File: src/rtl/mod6_pkg.sv
package mod6_pkg;
    localparam int CNT_W   = 3;
    localparam int MOD_N   = 6;
    localparam int LAST_V  = MOD_N - 1;
    localparam logic [CNT_W-1:0] ERR_PATTERN = '1;

    typedef enum logic [CNT_W-1:0] {
        ST_ZERO  = 3'd0,
        ST_ONE   = 3'd1,
        ST_TWO   = 3'd2,
        ST_THREE = 3'd3,
        ST_FOUR  = 3'd4,
        ST_FIVE  = 3'd5,
        ST_BAD6  = 3'd6,
        ST_BAD7  = 3'd7
    } state_t;
endpackage

File: src/rtl/mod6_next.sv
module mod6_next
    import mod6_pkg::*;
(
    input  state_t           cur,
    input  logic             rst,
    input  logic             en,
    input  logic             ld,
    input  logic [CNT_W-1:0] ld_code,
    output state_t           nxt
);
    state_t step_target;

    // successor of each state when enabled
    always_comb begin
        unique case (cur)
            ST_ZERO:  step_target = ST_ONE;
            ST_ONE:   step_target = ST_TWO;
            ST_TWO:   step_target = ST_THREE;
            ST_THREE: step_target = ST_FOUR;
            ST_FOUR:  step_target = ST_FIVE;
            ST_FIVE:  step_target = ST_ZERO;   // WRAP
            ST_BAD6:  step_target = ST_ZERO;   // RECOVER
            ST_BAD7:  step_target = ST_ZERO;   // RECOVER
        endcase
    end

    always_comb begin
        if (rst) begin
            nxt = ST_ZERO;
        end else if (ld) begin
            nxt = state_t'(ld_code);
        end else begin
            unique case (cur)
                ST_BAD6, ST_BAD7: nxt = ST_ZERO;
                default:          nxt = en ? step_target : cur;   // STEP / HOLD
            endcase
        end
    end
endmodule

File: src/rtl/mod6_decode.sv
module mod6_decode
    import mod6_pkg::*;
(
    input  state_t           cur,
    output logic [CNT_W-1:0] val,
    output logic             zero_flag
);
    always_comb begin
        unique case (cur)
            ST_ZERO: begin
                val       = cur;
                zero_flag = 1'b1;
            end
            ST_BAD6, ST_BAD7: begin
                val       = ERR_PATTERN;
                zero_flag = 1'b0;
            end
            default: begin
                val       = cur;
                zero_flag = 1'b0;
            end
        endcase
    end
endmodule

File: src/rtl/mod6_counter.sv
module mod6_counter
    import mod6_pkg::*;
(
    input  logic             clk,
    input  logic             rst,
    input  logic             cnt_en,
    input  logic             tst_load,
    input  logic [CNT_W-1:0] tst_state,
    output logic [CNT_W-1:0] count_val,
    output logic             carry
);
    state_t state_q;
    state_t state_d;

    mod6_next u_next (
        .cur     (state_q),
        .rst     (rst),
        .en      (cnt_en),
        .ld      (tst_load),
        .ld_code (tst_state),
        .nxt     (state_d)
    );

    always_ff @(posedge clk) begin
        state_q <= state_d;
    end

    mod6_decode u_decode (
        .cur       (state_q),
        .val       (count_val),
        .zero_flag (carry)
    );

    // ---------------- assertions ----------------
    logic rst_d;
    always_ff @(posedge clk) rst_d <= rst;

    // sampled mid-cycle after a reset edge
    always @(negedge clk) begin
        if (rst_d === 1'b1) begin
            a_r1_reset_zero: assert (count_val == '0 && carry == 1'b1)
                else $error("R1 reset did not reach zero");
        end
    end

    a_r2_step: assert property (@(posedge clk) disable iff (rst)
        (!tst_load && cnt_en && state_q < ST_FIVE)
        |=> (state_q == state_t'($past(state_q) + 3'd1)));

    a_r3_wrap: assert property (@(posedge clk) disable iff (rst)
        (!tst_load && cnt_en && state_q == ST_FIVE)
        |=> (count_val == '0 && carry));

    a_r4_hold: assert property (@(posedge clk) disable iff (rst)
        (!tst_load && !cnt_en && state_q <= ST_FIVE)
        |=> $stable(count_val) && $stable(carry));

    a_r5_carry_zero: assert property (@(posedge clk) disable iff (rst)
        carry |-> (count_val == '0));

    a_r7_recover: assert property (@(posedge clk) disable iff (rst)
        (!tst_load && state_q >= ST_BAD6)
        |=> (state_q == ST_ZERO && carry));

    a_r8_err_flag: assert property (@(posedge clk) disable iff (rst)
        (state_q >= ST_BAD6) |-> (count_val == ERR_PATTERN && !carry));

    a_r9_preload: assert property (@(posedge clk) disable iff (rst)
        tst_load |=> (state_q == state_t'($past(tst_state))));
endmodule

File: config.mk
export PLATFORM = sky130hd
export DESIGN_NAME = mod6_counter
export DESIGN_NICKNAME = d
export VERILOG_FILES = /design/src/rtl/mod6_pkg.sv /design/src/rtl/mod6_next.sv /design/src/rtl/mod6_decode.sv /design/src/rtl/mod6_counter.sv
export SDC_FILE = /design/constraint.sdc
export NUM_CORES = 1
export LEC_CHECK = 0
export BUFFER_PORTS_ARGS = -buffer_cell sky130_fd_sc_hd__buf_2
export CAP_MARGIN = 30
export CORE_MARGIN = 2
export CORE_UTILIZATION = 25
export DETAILED_ROUTE_END_ITERATION = 7
export PLACE_DENSITY = 0.53
export SETUP_SLACK_MARGIN = 0.3
export SLEW_MARGIN = 20
export SYNTH_ARGS = -nofsm -noshare
export SYNTH_HDL_FRONTEND = slang
export SYNTH_SLANG_ARGS = --single-unit
export TNS_END_PERCENT = 20
File: constraint.sdc
create_clock -name clk -period 3.8 [get_ports clk]
set_input_delay 0.38 -clock clk [delete_from_list [all_inputs] [get_ports clk]]
set_output_delay 0.38 -clock clk [all_outputs]
set_load 0.05 [all_outputs]
**Word-level counts from Yosys, hierarchy flattened**

Memories as Yosys holds them, arrays and structs flattened. A register that Yosys moved wholly into a read port is not among the register bits.
Cells that the tools add are included.

- Register bits: 3
- ROM bits: 24
- Output and inout port bits: 4
- Word-level logic and storage cells: 14
- Memories kept: 1

Memory list:

| name | words | width | rd ports | clocked after memory_dff | wr ports | line | text |
|---|---|---|---|---|---|---|---|
| (no name shown) | 8 | 3 | 1 | 1 | 0 | mod6_next.sv:15 | `unique case (cur)` |

- Eq/ne operators: 2
- Muxes and demuxes: 7
- Reduce and logical (&&, ||, !) cells: 3

Operator list:

| cell | number |
|---|---|
| 3-bit two-way mux | 6 |
| 3-bit == test, second input constant | 2 |
| 3-bit logical NOT | 1 |
| 3-bit nonzero test | 1 |
| 2-bit OR reduction | 1 |
| 1-bit two-way mux | 1 |

**Longest topological paths before layout**

- Word-level depth: 6
- Mapped depth: 6
- Mapped depth without buffers: 6

**Modules after synthesis**

From an unflattened synthesis, not the netlist that was laid out.

- Cell total of the unflattened synthesis: 30
- Area, all modules: 240.2 um^2

By module, submodules not included:

| module | times used | cells each | area each (um^2) |
|---|---|---|---|
| mod6_next | 1 | 23 | 155.1 |
| mod6_counter | 1 | 3 | 60.1 |
| mod6_decode | 1 | 4 | 25.0 |

**Worst setup path before layout**

No wires, ideal clock.

- Path type: reg2out
- Start point: reg state_q[2]
- End point: out carry
- Arrival: 1.431 ns
- Required time: 3.420 ns
- Slack: 1.989 ns
- Cell stages (with the launch flop): 2
- Cells stage by stage: dfxtp_1 nor3_1

- Word-level cells in the longest chain between the ends: 2

Ends and longest elaborated chain:

| what | line | text |
|---|---|---|
| start, declared | mod6_counter.sv:12 | `state_t state_q;` |
| start signal, assigned | mod6_counter.sv:25 | `state_q <= state_d;` |
| 3-bit logical NOT | mod6_decode.sv:9 | `unique case (cur)` |
| 1-bit two-way mux | mod6_decode.sv:9 |  |
| end, declared | mod6_counter.sv:10 | `output logic carry` |

Every way passes these cells.

**Final worst setup path**

- Start point: reg state_q[1]
- End point: reg u_next.step_target[2] (netlist name)

- Word-level cells in the longest chain between the ends: 6

Ends and longest elaborated chain:

| what | line | text |
|---|---|---|
| 3-bit == test | mod6_next.sv:33 | `unique case (cur)` |
| 2-bit OR reduction | mod6_next.sv:33 |  |
| 3-bit two-way mux | mod6_next.sv:33 |  |
| 3-bit two-way mux | mod6_next.sv:30 | `end else if (ld) begin` |
| 3-bit two-way mux (no source line) (*) (2 in a row) | - |  |

Every way passes the cells marked *; elsewhere a longest branch is shown, timed or not.
A chain may end at the register's enable or synchronous reset.

==> impl_metrics.env <==
export IMPL_p_sw_uw=52.32
export IMPL_netlist_area_um2=326.6
export IMPL_min_from="rst"
export IMPL_fmax_ghz=0.6246
export IMPL_leakage_nw=0.2132
export IMPL_layout_setup_ws_ps=2199
export IMPL_gp_congestion=0.6779
export IMPL_grt_pass1_vias=216
export IMPL_cts_root_buf="clkbuf_4"
export IMPL_hold_viol=0
export IMPL_synthCells=31
export IMPL_period_share=0.4213
export IMPL_nets=53
export IMPL_cp_end_kind="flop"
export IMPL_critPathCapture="u_next.step_target[2]"
export IMPL_rows=13
export IMPL_drive_gt1_frac=0.4286
export IMPL_clockPowerShare=0.329
export IMPL_critical_path_startpoint_type="flop"
export IMPL_path_clk_slew_ps=40
export IMPL_cts_buffers=3
export IMPL_cp_arrival_ps=1730
export IMPL_rr_startpoint="state_q[1]"
export IMPL_cts_resized=0
export IMPL_vias=254
export IMPL_setup_violations=0
export IMPL_htreeDepth=1
export IMPL_r2r_cells=5
export IMPL_grt_first_pass_wirelength_um=814
export IMPL_vdd_drop_max_mv=0.09864
export IMPL_cap_violations=0
export IMPL_insertion_delay_ps=240
export IMPL_p_sw_frac=0.3001
export IMPL_p_seq_frac=0.419
export IMPL_synthTopCellsByArea="dfxtp_1 (37%), mux2i_1 (12%), ha_1 (7.7%), o2bb2ai_1 (5.4%), a2bb2oi_2 (4.6%)"
export IMPL_dpl_hpwl_um=442.2
export IMPL_worst_setup_path_type="flop to flop"
export IMPL_antenna_found_initial=0
export IMPL_drt_initial_drc_count=2
export IMPL_p_per_area_nw_per_um2=431.4
export IMPL_drc=0
export IMPL_relSlewSlack=0.8317
export IMPL_yosysTopAreaCell="dfxtp_1"
export IMPL_fp_coreArea_um2=1252
export IMPL_post_cts_buffers=0
export IMPL_detail_route_wl_per_cell_um=8.877
export IMPL_worst_slew_pin_slew_ps=252.5
export IMPL_cts_sinks=6
export IMPL_critPathRequiredTime_ps=3930
export IMPL_postRouteAntennaNets=0
export IMPL_fp_dieH_um=40.14
export IMPL_start_util=0.2607
export IMPL_drt_first_pass_iters=2
export IMPL_hold_path_class="input port to flop"
export IMPL_final_cell_mix="buf_2 (10), dfxtp_1 (6), mux2i_1 (4)"
export IMPL_rsz0062_at_grt="no"
export IMPL_grt_ovfl_total=0
export IMPL_yosysUniqueCellTypes=18
export IMPL_dpl_cell_count=54
export IMPL_p_int_uw=122.0
export IMPL_post_route_min_period_ps=1601
export IMPL_slew_violations=0
export IMPL_die_area_um2=1611
export IMPL_r2r_slack_ps=2200
export IMPL_fin_cells=57
export IMPL_die_w_um=40.14
export IMPL_startpoint="state_q[1]"
export IMPL_skew_ps=0.9177
export IMPL_final_common_cell="buf_2"
export IMPL_antenna_cells=0
export IMPL_crit_fanout=6
export IMPL_clk_path_buf_depth=2
export IMPL_setup_tns_ps=0
export IMPL_yosys_warnings=0
export IMPL_ys_seq_elements=6
export IMPL_r2r_end="u_next.step_target[2]"
export IMPL_ios=11
export IMPL_tritoncts="done"
export IMPL_finalWirelength_um=506
export IMPL_status="finished, final reports clean"
export IMPL_syn_avg_cell_area_um2=10.53
export IMPL_area_growth_pct=23.75
export IMPL_grt_max_degree=7
export IMPL_post_place_ws_ps=2059
export IMPL_io_buffer_count=10
export IMPL_synth_top_area_frac=0.3678
export IMPL_drt_vias_per_instance=4.456
export IMPL_ys_seq_area_frac=0.3678
export IMPL_grt_use_total=0.08055
export IMPL_postCtsHoldBufs=0
export IMPL_combPwrFrac=0.252
export IMPL_syn_num_nets=40
power by group through the flow:
stage	combinational (mW)	clock, mW	sequential (mW)
global route	0.0481	0.0628	0.0738
floorplan	0.0351	0	0.0733
global placement	0.0444	0	0.0742
finish	0.0440	0.0574	0.0730
CTS	0.0446	0.0598	0.0732
detailed placement	0.0445	0	0.0743
layout make-up:
cell class,count,area [µm²]
clock buffer,3,22.52
tap,15,18.77
inverter,3,11.26
timing repair buffer,10,50.05
fill,137,848.3
sequential,6,120.1
multi-input combinational,20,181.4
how the worst min path moves through the flow:
stage	end	slack (ps)	cells after the start
after CTS	state_q[1]	350	2
after detailed placement	state_q[0]	530	2
after global routing	state_q[0]	350	2
after global placement	state_q[0]	530	2
final	state_q[1]	350	2
after floorplan	state_q[1]	450	1
through the flow:
stage	hold slack, ps	utilization	power [mW]	instance area, µm²
3_5_place_dp	533.5	0.3047	0.1188	381.6
5_1_grt	352.8	0.3227	0.1847	404.1
3_3_place_gp	532.1	0.3047	0.1186	381.6
2_1_floorplan	449.1	-	0.1084	326.6
6_report	349.2	0.3227	0.1743	404.1
4_1_cts	346.7	0.3227	0.1776	404.1
metal layers:
metal | share of wire | vias up | GRT usage
met1 | 0.41 | 111 | 0.07973
li1 | - | 133 | -
met3 | 0.043 | 2 | 0
met4 | 0.053 | 0 | 0.1034
met5 | 0 | - | 0
met2 | 0.49 | 8 | 0.1371
Yosys cell counts:
cell and n:
and2b_2 1, a21o_1 1, a211o_1 1, mux2_4 1, mux2i_1 4, nor3_1 1
ha_1 2, dfxtp_1 6, clkbuf_1 1, and2_1 1, a211o_2 1, a2bb2oi_2 1
a21o_2 1, a21oi_1 2, inv_1 3, dlygate4sd3_1 1, o2bb2ai_1 2, nand2_1 1
state kept, by name (all words and copies together) (netlist names):
| register | count |
|---|---|
| u_next.step_target | 3 |
| state_q | 3 |
worst max-delay path, cell delays in order, from the launching register on:
cell and delay (ps):
dfxtp_1 340, a211o_1 340, o2bb2ai_1 260, inv_1 70
ha_1 210, mux2_4 260
cell families after synthesis:
kind of cell	Yosys count	share of synthesized area
adders and majority gates	2	0.07662
muxes	5	0.1686
and+or+nand+nor	4	0.07279
DFF	6	0.3678
AOI/OAI and AO/OA	9	0.2376
buffers and inverters	5	0.07662
Note: power is estimated with default switching activity, not from simulation.
